`src/rtl/codec_cmd_pkg.sv`:
```
package codec_cmd_pkg;
  localparam int CMD_ADDR_W = 4;
  localparam int CMD_DATA_W = 16;
  localparam int BYTE_W     = 8;
  localparam int FRAME_W    = 4 * BYTE_W;

  localparam logic [BYTE_W-1:0] OP_WRITE = 8'h02;
  localparam logic [BYTE_W-1:0] OP_READ  = 8'h03;

  typedef enum logic [2:0] {
    S_IDLE,
    S_WAIT_PRE,
    S_SHIFT,
    S_SETTLE,
    S_WAIT_POST
  } seq_state_t;

  typedef struct packed {
    logic [BYTE_W-1:0]     opcode;
    logic [BYTE_W-1:0]     reg_byte;
    logic [CMD_DATA_W-1:0] data;
  } cmd_frame_t;

  // Assemble the 32-bit command frame; reads carry zero data bytes.
  function automatic cmd_frame_t build_frame(input logic is_write,
                                             input logic [CMD_ADDR_W-1:0] addr,
                                             input logic [CMD_DATA_W-1:0] wdata);
    cmd_frame_t f;
    f.opcode   = is_write ? OP_WRITE : OP_READ;
    f.reg_byte = {{(BYTE_W-CMD_ADDR_W){1'b0}}, addr};
    f.data     = is_write ? wdata : '0;
    return f;
  endfunction

  // The last two bytes clocked in form the read word, first byte high.
  function automatic logic [CMD_DATA_W-1:0] read_word(input logic [FRAME_W-1:0] rx);
    return rx[CMD_DATA_W-1:0];
  endfunction

  // Width of a counter that must reach value n.
  function automatic int cnt_width(input int n);
    return (n > 1) ? $clog2(n + 1) : 1;
  endfunction
endpackage

```
`src/rtl/codec_cmd_sync.sv`:
```
module codec_cmd_sync #(
  parameter int STAGES = 2
) (
  input  logic clk,
  input  logic rst_n,
  input  logic d_i,
  output logic q_o
);
  logic [STAGES-1:0] pipe_q;

  always_ff @(posedge clk or negedge rst_n) begin
    if (!rst_n) pipe_q <= '0;
    else        pipe_q <= {pipe_q[STAGES-2:0], d_i};
  end

  assign q_o = pipe_q[STAGES-1];
endmodule

```
`src/rtl/codec_cmd_shift.sv`:
```
module codec_cmd_shift
  import codec_cmd_pkg::*;
#(
  parameter int CLK_DIV = 4,
  parameter int NBITS   = FRAME_W
) (
  input  logic             clk,
  input  logic             rst_n,
  input  logic             start_i,
  input  logic [NBITS-1:0] frame_i,
  input  logic             miso_i,
  output logic             sck_o,
  output logic             mosi_o,
  output logic             active_o,
  output logic             done_o,
  output logic [NBITS-1:0] rx_o
);
  localparam int DIV_W = cnt_width(CLK_DIV);
  localparam int BIT_W = cnt_width(NBITS);
  localparam logic [DIV_W-1:0] DIV_LAST = DIV_W'(CLK_DIV - 1);
  localparam logic [BIT_W-1:0] BIT_LAST = BIT_W'(NBITS - 1);

  logic [DIV_W-1:0] div_q;
  logic [BIT_W-1:0] bit_q;
  logic [NBITS-1:0] tx_q, rx_q;
  logic             sck_q, active_q;

  // Half-period boundary of SCK: the only cycle any bus state changes.
  logic half_tick;
  assign half_tick = active_q && (div_q == DIV_LAST);

  always_ff @(posedge clk or negedge rst_n) begin
    if (!rst_n) begin
      div_q    <= '0;
      bit_q    <= '0;
      tx_q     <= '0;
      rx_q     <= '0;
      sck_q    <= 1'b0;
      active_q <= 1'b0;
      done_o   <= 1'b0;
    end else begin
      done_o <= 1'b0;
      if (!active_q) begin
        if (start_i) begin
          active_q <= 1'b1;
          tx_q     <= frame_i;
          rx_q     <= '0;
          div_q    <= '0;
          bit_q    <= '0;
          sck_q    <= 1'b0;
        end
      end else if (half_tick) begin
        div_q <= '0;
        if (!sck_q) begin
          sck_q <= 1'b1;
          rx_q  <= {rx_q[NBITS-2:0], miso_i};
        end else begin
          sck_q <= 1'b0;
          if (bit_q == BIT_LAST) begin
            active_q <= 1'b0;
            done_o   <= 1'b1;
          end else begin
            bit_q <= bit_q + 1'b1;
            tx_q  <= {tx_q[NBITS-2:0], 1'b0};
          end
        end
      end else begin
        div_q <= div_q + 1'b1;
      end
    end
  end

  assign sck_o    = sck_q;
  assign mosi_o   = tx_q[NBITS-1];
  assign active_o = active_q;
  assign rx_o     = rx_q;
endmodule

```
`src/rtl/codec_cmd_settle.sv`:
```
module codec_cmd_settle
  import codec_cmd_pkg::*;
#(
  parameter int CYCLES = 1_000_000
) (
  input  logic clk,
  input  logic rst_n,
  input  logic start_i,
  output logic done_o
);
  localparam int CNT_W = cnt_width(CYCLES);
  localparam logic [CNT_W-1:0] LOAD = CNT_W'(CYCLES - 1);

  logic [CNT_W-1:0] cnt_q;
  logic             run_q;

  always_ff @(posedge clk or negedge rst_n) begin
    if (!rst_n) begin
      cnt_q  <= '0;
      run_q  <= 1'b0;
      done_o <= 1'b0;
    end else begin
      done_o <= 1'b0;
      if (start_i) begin
        cnt_q <= LOAD;
        run_q <= 1'b1;
      end else if (run_q) begin
        if (cnt_q == '0) begin
          run_q  <= 1'b0;
          done_o <= 1'b1;
        end else begin
          cnt_q <= cnt_q - 1'b1;
        end
      end
    end
  end
endmodule

```
`src/rtl/codec_cmd_seq.sv`:
```
module codec_cmd_seq
  import codec_cmd_pkg::*;
#(
  parameter int CLK_DIV       = 4,
  parameter int SETTLE_CYCLES = 1_000_000,
  parameter int SYNC_STAGES   = 2
) (
  input  logic                  clk,
  input  logic                  rst_n,
  input  logic                  req_valid,
  output logic                  req_ready,
  input  logic                  req_write,
  input  logic [CMD_ADDR_W-1:0] req_addr,
  input  logic [CMD_DATA_W-1:0] req_wdata,
  output logic                  rsp_valid,
  output logic [CMD_DATA_W-1:0] rsp_rdata,
  output logic                  busy,
  input  logic                  dev_ready,
  output logic                  spi_sck,
  output logic                  spi_mosi,
  input  logic                  spi_miso,
  output logic                  cmd_cs_n,
  output logic                  dat_cs_n
);
  seq_state_t           state_q, state_nx;
  cmd_frame_t           frame_q;
  logic                 is_read_q;
  logic                 rdy_sync;
  logic                 shift_active, shift_done;
  logic [FRAME_W-1:0]   shift_rx;
  logic                 settle_done;

  // Named internal events
  logic accept_evt, launch_evt, finish_evt, in_shift;
  assign accept_evt = req_valid && req_ready;
  assign launch_evt = (state_q == S_WAIT_PRE) && rdy_sync;
  assign finish_evt = (state_q == S_WAIT_POST) && rdy_sync;
  assign in_shift   = (state_q == S_SHIFT);

  codec_cmd_sync #(.STAGES(SYNC_STAGES)) u_rdy_sync (
    .clk(clk), .rst_n(rst_n), .d_i(dev_ready), .q_o(rdy_sync)
  );

  codec_cmd_shift #(.CLK_DIV(CLK_DIV), .NBITS(FRAME_W)) u_shift (
    .clk(clk), .rst_n(rst_n), .start_i(launch_evt), .frame_i(frame_q),
    .miso_i(spi_miso), .sck_o(spi_sck), .mosi_o(spi_mosi),
    .active_o(shift_active), .done_o(shift_done), .rx_o(shift_rx)
  );

  codec_cmd_settle #(.CYCLES(SETTLE_CYCLES)) u_settle (
    .clk(clk), .rst_n(rst_n), .start_i(shift_done), .done_o(settle_done)
  );

  always_comb begin
    state_nx = state_q;
    unique case (state_q)
      S_IDLE:      if (accept_evt)  state_nx = S_WAIT_PRE;
      S_WAIT_PRE:  if (rdy_sync)    state_nx = S_SHIFT;
      S_SHIFT:     if (shift_done)  state_nx = S_SETTLE;
      S_SETTLE:    if (settle_done) state_nx = S_WAIT_POST;
      S_WAIT_POST: if (rdy_sync)    state_nx = S_IDLE;
      default:                      state_nx = S_IDLE;
    endcase
  end

  always_ff @(posedge clk or negedge rst_n) begin
    if (!rst_n) begin
      state_q   <= S_IDLE;
      frame_q   <= '0;
      is_read_q <= 1'b0;
      rsp_valid <= 1'b0;
      rsp_rdata <= '0;
    end else begin
      state_q   <= state_nx;
      rsp_valid <= finish_evt;
      if (accept_evt) begin
        frame_q   <= build_frame(req_write, req_addr, req_wdata);
        is_read_q <= !req_write;
      end
      if (finish_evt) rsp_rdata <= is_read_q ? read_word(shift_rx) : '0;
    end
  end

  assign req_ready = (state_q == S_IDLE);
  assign busy      = (state_q != S_IDLE);
  assign cmd_cs_n  = !shift_active;
  assign dat_cs_n  = 1'b1;
endmodule

```
`config.mk`:
```
export PLATFORM = sky130hd
export DESIGN_NAME = codec_cmd_seq
export DESIGN_NICKNAME = d
export VERILOG_FILES = /design/src/rtl/codec_cmd_pkg.sv /design/src/rtl/codec_cmd_sync.sv /design/src/rtl/codec_cmd_shift.sv /design/src/rtl/codec_cmd_settle.sv /design/src/rtl/codec_cmd_seq.sv
export SDC_FILE = /design/constraint.sdc
export NUM_CORES = 1
export LEC_CHECK = 0
export BUFFER_PORTS_ARGS = -buffer_cell sky130_fd_sc_hd__buf_2
export CORE_UTILIZATION = 50
export DETAILED_ROUTE_END_ITERATION = 10
export PLACE_DENSITY = 0.75
export SYNTH_ARGS = -nofsm -noshare
export SYNTH_HDL_FRONTEND = slang
export SYNTH_SLANG_ARGS = --single-unit
```
`constraint.sdc`:
```
create_clock -name clk -period 2.25 [get_ports clk]
set_input_delay 0.45 -clock clk [delete_from_list [all_inputs] [get_ports clk]]
set_output_delay 0.45 -clock clk [all_outputs]
set_load 0.1 [all_outputs]
```
## After elaboration in Yosys (flattened, before gate mapping)

Cells that the tools add are included.

| storage, ports and cells | value |
|---|---|
| register bits | 133 |
| input port bits | 26 |
| output and inout port bits | 23 |

| operators by class | value |
|---|---|
| reductions and logical operators | 16 |
| muxes and demuxes | 48 |
| eq/ne operators | 16 |
| $add $sub $neg | 3 |

Operators by type and width:

| cell | count |
|---|---|
| two-way mux 32 bit | 5 |
| two-way mux 16 bit | 6 |
| two-way mux 20 bit | 3 |
| two-way mux 6 bit | 5 |
| two-way mux 3 bit | 8 |
| logical NOT 20 bit | 1 |
| two-way mux 1 bit | 20 |
| subtractor 20 x 1 -> 20 bit, second input constant | 1 |
| one-hot mux 3 bit (5 select lines) | 1 |
| inequality test 2 x 1 -> 1 bit, second input constant | 6 |
| == test 3 x 2 -> 1 bit, second input constant | 3 |
| inequality test 2 bit, second input constant | 4 |
| adder 6 x 1 -> 6 bit, second input constant | 1 |
| == test 6 x 5 -> 1 bit, second input constant | 1 |
| AND reduction 5 bit | 1 |
| logical AND 1 bit | 4 |
| AND reduction 2 bit | 2 |
| AND reduction 4 bit | 1 |
| nonzero test 2 bit | 2 |
| adder 3 x 1 -> 3 bit, second input constant | 1 |
| == test 3 x 1 -> 1 bit, second input constant | 1 |
| == test 3 bit, second input constant | 1 |
| logical NOT 3 bit | 1 |
| AND reduction 3 bit | 1 |
| 2 further kinds | 3 |

## Longest topological paths before layout

| logic depth | value |
|---|---|
| word-level depth | 5 |
| gate-level depth with buffers | 8 |
| depth with buffers taken out | 6 |

## Hierarchy

A second synthesis with hierarchy kept.

| second synthesis, totals | value |
|---|---|
| cell total of the unflattened synthesis | 560 |
| area, all modules | 6672.6 um2 |

Modules (own cells, without submodules):

| module | area each (um2) | cells each | times used |
|---|---|---|---|
| codec_cmd_shift | 3470.8 | 236 | 1 |
| codec_cmd_seq | 1761.7 | 181 | 1 |
| codec_cmd_settle | 1390.1 | 141 | 1 |
| codec_cmd_sync | 50.0 | 2 | 1 |

## Worst setup path after synthesis

OpenSTA, ideal clock, no wires.

| timing | value |
|---|---|
| kind | flip-flop to flip-flop |
| start point | reg state_q[0] |
| end point | reg frame_q[24] (netlist name) |
| stages on the path, launching flop included | 8 |
| buffers on the path | 3 |
| setup slack | -0.792 ns |
| period minus slack after synthesis | 3.042 ns |
| data arrival time | 2.906 ns |
| cells stage by stage | dfrtp_1 clkbuf_1 or3_1 inv_1 nand2_1 clkbuf_1 clkbuf_1 o21ai_0 |

| between the ends | value |
|---|---|
| cells in the longest elaborated chain, start to end | 2 |

Ends and longest elaborated chain:

| what | line | RTL |
|---|---|---|
| start, declared | codec_cmd_seq.sv:25 | `seq_state_t state_q, state_nx;` |
| start signal, assigned | codec_cmd_seq.sv:74 | `state_q <= state_nx;` |
| logical NOT 3 bit | codec_cmd_seq.sv:84 | `assign req_ready = (state_q == S_IDLE);` |
| net req_ready | codec_cmd_seq.sv:11 | `output logic req_ready,` |
| logical AND 1 bit | codec_cmd_seq.sv:35 | `assign accept_evt = req_valid && req_ready;` |
| end signal, assigned | codec_cmd_seq.sv:77 | `frame_q <= build_frame(req_write, req_addr, req_wdata);` |
| end, declared | codec_cmd_seq.sv:26 | `cmd_frame_t frame_q;` |

The timed path passes the listed nets, and every way through them passes these cells.
A chain may end at the register's enable or synchronous reset.

## Worst setup path after layout

| timing | value |
|---|---|
| start point | reg state_q[0] |
| end point | out req_ready |

| between the ends | value |
|---|---|
| cells in the longest elaborated chain, start to end | 1 |

Ends and longest elaborated chain:

| what | line |
|---|---|
| logical NOT 3 bit | codec_cmd_seq.sv:84 |
| end, declared | codec_cmd_seq.sv:11 |

No other way between the ends.

==> out/qor.yml <==
sta:
  slew_headroom_pct: 28.4
  number_of_setup_violations_in_the_final_report: 0
  totalNegativeSetupSlack_ns: 0
  worst_slew_pin_slew_ns: 1.07
  final_min_period_over_clock_period_pct: 94.9
  achievable-frequency_mhz: 468
  post_layout_min_period_ns: 2.14
  hold_viol: 0
  fin_worst_hold_slack_ns: 0.168
  post_route_skew_ns: 0.00677
  grt_setup_unrepaired: "no"
  timing.final.max_slew_violations: 0
die:
  die_w_um: 109
  initial_cell_density_of_the_core_pct: 52.2
  placeableCoreArea_mm2: 0.0110
  fp.dieArea_mm2: 0.0119
  floorplan.io_pins: 49
  row_count: 38
  dieHeight_um: 109
worst_setup_path:
  worst_setup_path_start_kind: "register"
  max_stage_delay_ns: 0.46
  critical_path.endpoint_type: "output port"
  crit_fanout: 9
  criticalPathCategory: "reg2out"
  crit_required_ns: 1.80
  critPathArrivalTime_ns: 1.69
  crit_path_cell_trace: "or3_4, clkinvlp_4, buf_4"
  worst_path_max_delay_cell: "sky130_fd_sc_hd__dfrtp_1"
routing:
  vias_per_cell: 5.68
  drc_errors: 0
  detailroute.via_count: 4254
  route.antenna.remaining_nets: 0
  detail_route.wirelength_um: 11500
  detailedRoute.firstIterationViolations: 333
  wl_per_cell_um: 15.3
  drt_first_pass_iters: 4
global_route:
  via_count_of_the_first_global_routing_pass: 4194
  number_of_antenna_violations_at_the_first_check_in_global_routing: 0
  grt_remaining_overflow: 0
  maximum_number_of_pins_on_one_net_before_global_route_repair: 59
  global_route.usage.total_pct: 21.5
  wire_length_of_the_first_global_routing_pass_um: 19900
clock_tree:
  tritoncts_num_sinks: 126
  cts-htree-levels: 4
  worst_skew_pair.late_latency_ns: 0.41
  clk_path_buf_depth: 2
  cts_inserted_buffers: 17
  path_clk_slew_ns: 0.05
  cts_tree: "built"
  clk_root_buffer_cell: "sky130_fd_sc_hd__clkbuf_16"
synth:
  synth-seq-area-share_pct: 55.0
  yosys-top-cells-area: "sky130_fd_sc_hd__dfrtp_1 (55%), sky130_fd_sc_hd__mux2_2 (9.6%), sky130_fd_sc_hd__nand2_1 (5.9%)"
  number_of_distinct_standard_cells_referenced_by_the_synthesized_netlist: 57
  synth.ff_latch_count: 126
  yosysTopAreaCellShare_pct: 55.0
  synth-edff-count: 0
  synth_nets: 566
  asyncSetResetFlopFracSynth_pct: 100
  synth.cells.most_frequent: "sky130_fd_sc_hd__dfrtp_1 (126), sky130_fd_sc_hd__nand2_1 (90), sky130_fd_sc_hd__o21ai_0 (55), sky130_fd_sc_hd__mux2_2 (49), sky130_fd_sc_hd__clkbuf_1 (26)"
  mappedNetlistArea_mm2: 0.00573
  yosys.area.top_type: "sky130_fd_sc_hd__dfrtp_1"
  synthCells: 536
  most_frequent_cell_after_synthesis: "sky130_fd_sc_hd__dfrtp_1"
  yosys_warnings: 0
  average_instance_area_after_synthesis_um2: 10.7
  most_common_flop_cell_mapped_by_yosys: "sky130_fd_sc_hd__dfrtp_1"
cells_and_area:
  number_of_antenna_cells_inserted: 0
  finish.net_count: 627
  drive_above_1_share_pct: 28.6
  final_util_pct: 62.7
  filler_cell_count: 876
  area.growth.synth_to_final_pct: 20.2
hold_path:
  holdCritPathClass: "in2reg"
pwr:
  power.density_cell_area_mw_per_mm2: 1060
  vdd_ir_drop_max_v: 0.000737
  leakagePower_nw: 3.32
place:
  finalWeightedCongestion: 0.825
  port_buffers: 47
  post-dp-hpwl_um: 7530
outcome:
  status: "finished, final reports clean"
run:
  timing.max_cap.violations: 0
==> worst max-delay path: cells and delay by family, from the launching register on <==
kind | cells | cell delay, ns
DFF | 1 | 0.46
and+or+nand+nor | 1 | 0.45
buffers and inverters | 2 | 0.37
==> logic make-up (layout without fill, tap and decap cells) <==
family | Yosys count | count (layout) | share of synthesized area [%]
AO/OA/AOI/OAI | 111 | 111 | 12.4
XOR/XNOR | 1 | 1 | 0.153
adder cells (fa/ha/maj) | 4 | 4 | 0.873
buffers and inverters | 43 | 116 | 3.19
flip-flops | 126 | 126 | 55.0
multiplexers | 54 | 54 | 10.5
other | 1 | 1 | 0.0654
AND/OR/NAND/NOR | 196 | 196 | 17.8
==> where the power goes <==
| part | internal, mW | leakage (nW) | total (mW) | switching [mW] |
|---|---|---|---|---|
| Sequential | 2.68 | 1.70 | 2.98 | 0.306 |
| Clock | 1.92 | 0.298 | 2.91 | 0.992 |
| Combinational | 0.632 | 1.32 | 1.42 | 0.793 |
| Total | 5.23 | 3.32 | 7.32 | 2.09 |
==> placed cells by master, fill, tap and decap left out, types with 5 or more instances in the layout <==
| cell type | netlist | routed |
|---|---|---|
| sky130_fd_sc_hd__or4_1 | 9 | 9 |
| sky130_fd_sc_hd__or3_1 | 7 | 6 |
| sky130_fd_sc_hd__nor3_1 | 6 | 6 |
| sky130_fd_sc_hd__nand4_1 | 5 | 5 |
| sky130_fd_sc_hd__buf_2 | 2 | 45 |
| sky130_fd_sc_hd__mux2i_1 | 5 | 5 |
| sky130_fd_sc_hd__o21ai_0 | 55 | 55 |
| sky130_fd_sc_hd__nor4_1 | 6 | 6 |
| sky130_fd_sc_hd__clkinvlp_4 | 0 | 5 |
| sky130_fd_sc_hd__clkbuf_16 | 0 | 17 |
| sky130_fd_sc_hd__o31ai_1 | 6 | 6 |
| sky130_fd_sc_hd__mux2_2 | 49 | 49 |
| sky130_fd_sc_hd__dfrtp_1 | 126 | 125 |
| sky130_fd_sc_hd__a22o_1 | 16 | 16 |
| sky130_fd_sc_hd__nand3_1 | 22 | 22 |
| sky130_fd_sc_hd__inv_1 | 11 | 8 |
| sky130_fd_sc_hd__buf_4 | 1 | 26 |
| sky130_fd_sc_hd__nor2_1 | 18 | 18 |
| sky130_fd_sc_hd__nand2_1 | 90 | 89 |
| sky130_fd_sc_hd__a21oi_1 | 10 | 10 |
| sky130_fd_sc_hd__nor2b_1 | 7 | 7 |
==> sequential cells by signal, indices dropped and copies added (netlist names) <==
name / flops
u_rdy_sync.pipe_q: 2
u_shift.rx_o: 16
state_q: 3
u_shift.done_o: 1
u_shift.bit_q: 6
rsp_valid: 1
u_settle.done_o: 1
u_shift.active_o: 1
u_settle.run_q: 1
frame_q: 22
u_shift.div_q: 3
rsp_rdata: 16
u_settle.cnt_q: 20
u_shift.tx_q: 32
u_shift.sck_o: 1
==> through the flow <==
| stage | cell area (um2) | total power [mW] | cells | setup WS [ns] |
|---|---|---|---|---|
| after detailed placement | 6230 | 4.43 | 716 | 0.0596 |
| final | 6890 | 7.32 | 749 | 0.114 |
| after global routing | 6890 | 7.68 | 749 | 0.0269 |
| after CTS | 6880 | 7.37 | 748 | 0.0324 |
| after floorplan | 5750 | 4.02 | 536 | 0.0623 |
| after global placement | 6230 | 4.35 | 716 | 0.147 |
==> per-layer routing <==
layer,wire (um),track usage (%),up-vias
li1,-,-,2049
met1,5170,27.4,2113
met2,5860,36.6,83
met3,383,4.00,9
met4,72,7.82,0
met5,0,0,-
==> final timing paths <==
path	endpoint	from	depth (start not counted)	slack, ns
min in group asynchronous	rsp_rdata[15]	rst_n	2	0.53
max	req_ready	state_q[0]	3	0.11
min reg2reg	u_rdy_sync.pipe_q[1]	u_rdy_sync.pipe_q[0]	0	0.36
min	u_rdy_sync.pipe_q[0]	dev_ready	1	0.17
max in group asynchronous	u_shift.tx_q[0]	rst_n	3	1.06
max reg2reg	u_settle.cnt_q[19]	u_settle.cnt_q[12]	4	0.11
==> layout make-up <==
class,count,area [um2],share of cell area [%]
Sequential cell,126,3150,45.8
Clock inverter,12,185,2.69
Timing Repair Buffer,74,470,6.83
Multi-Input combinational cell,367,2410,34.9
Clock buffer,19,453,6.57
Inverter,11,45.0,0.654
Tap cell,140,175,2.54
==> what timing repair did <==
| action | 4_1_cts | 5_1_grt |
|---|---|---|
| pin swaps | 0 | 1 |
| setup buffers | 0 | 1 |
| gates cloned | 0 | 0 |
| hold endpoints to repair | 29 | 0 |
| endpoints found under the setup margin | 1 | 7 |
| gates resized for setup | 1 | 3 |
| hold buffers | 1 | 0 |
(Power assumes the default switching activity.)
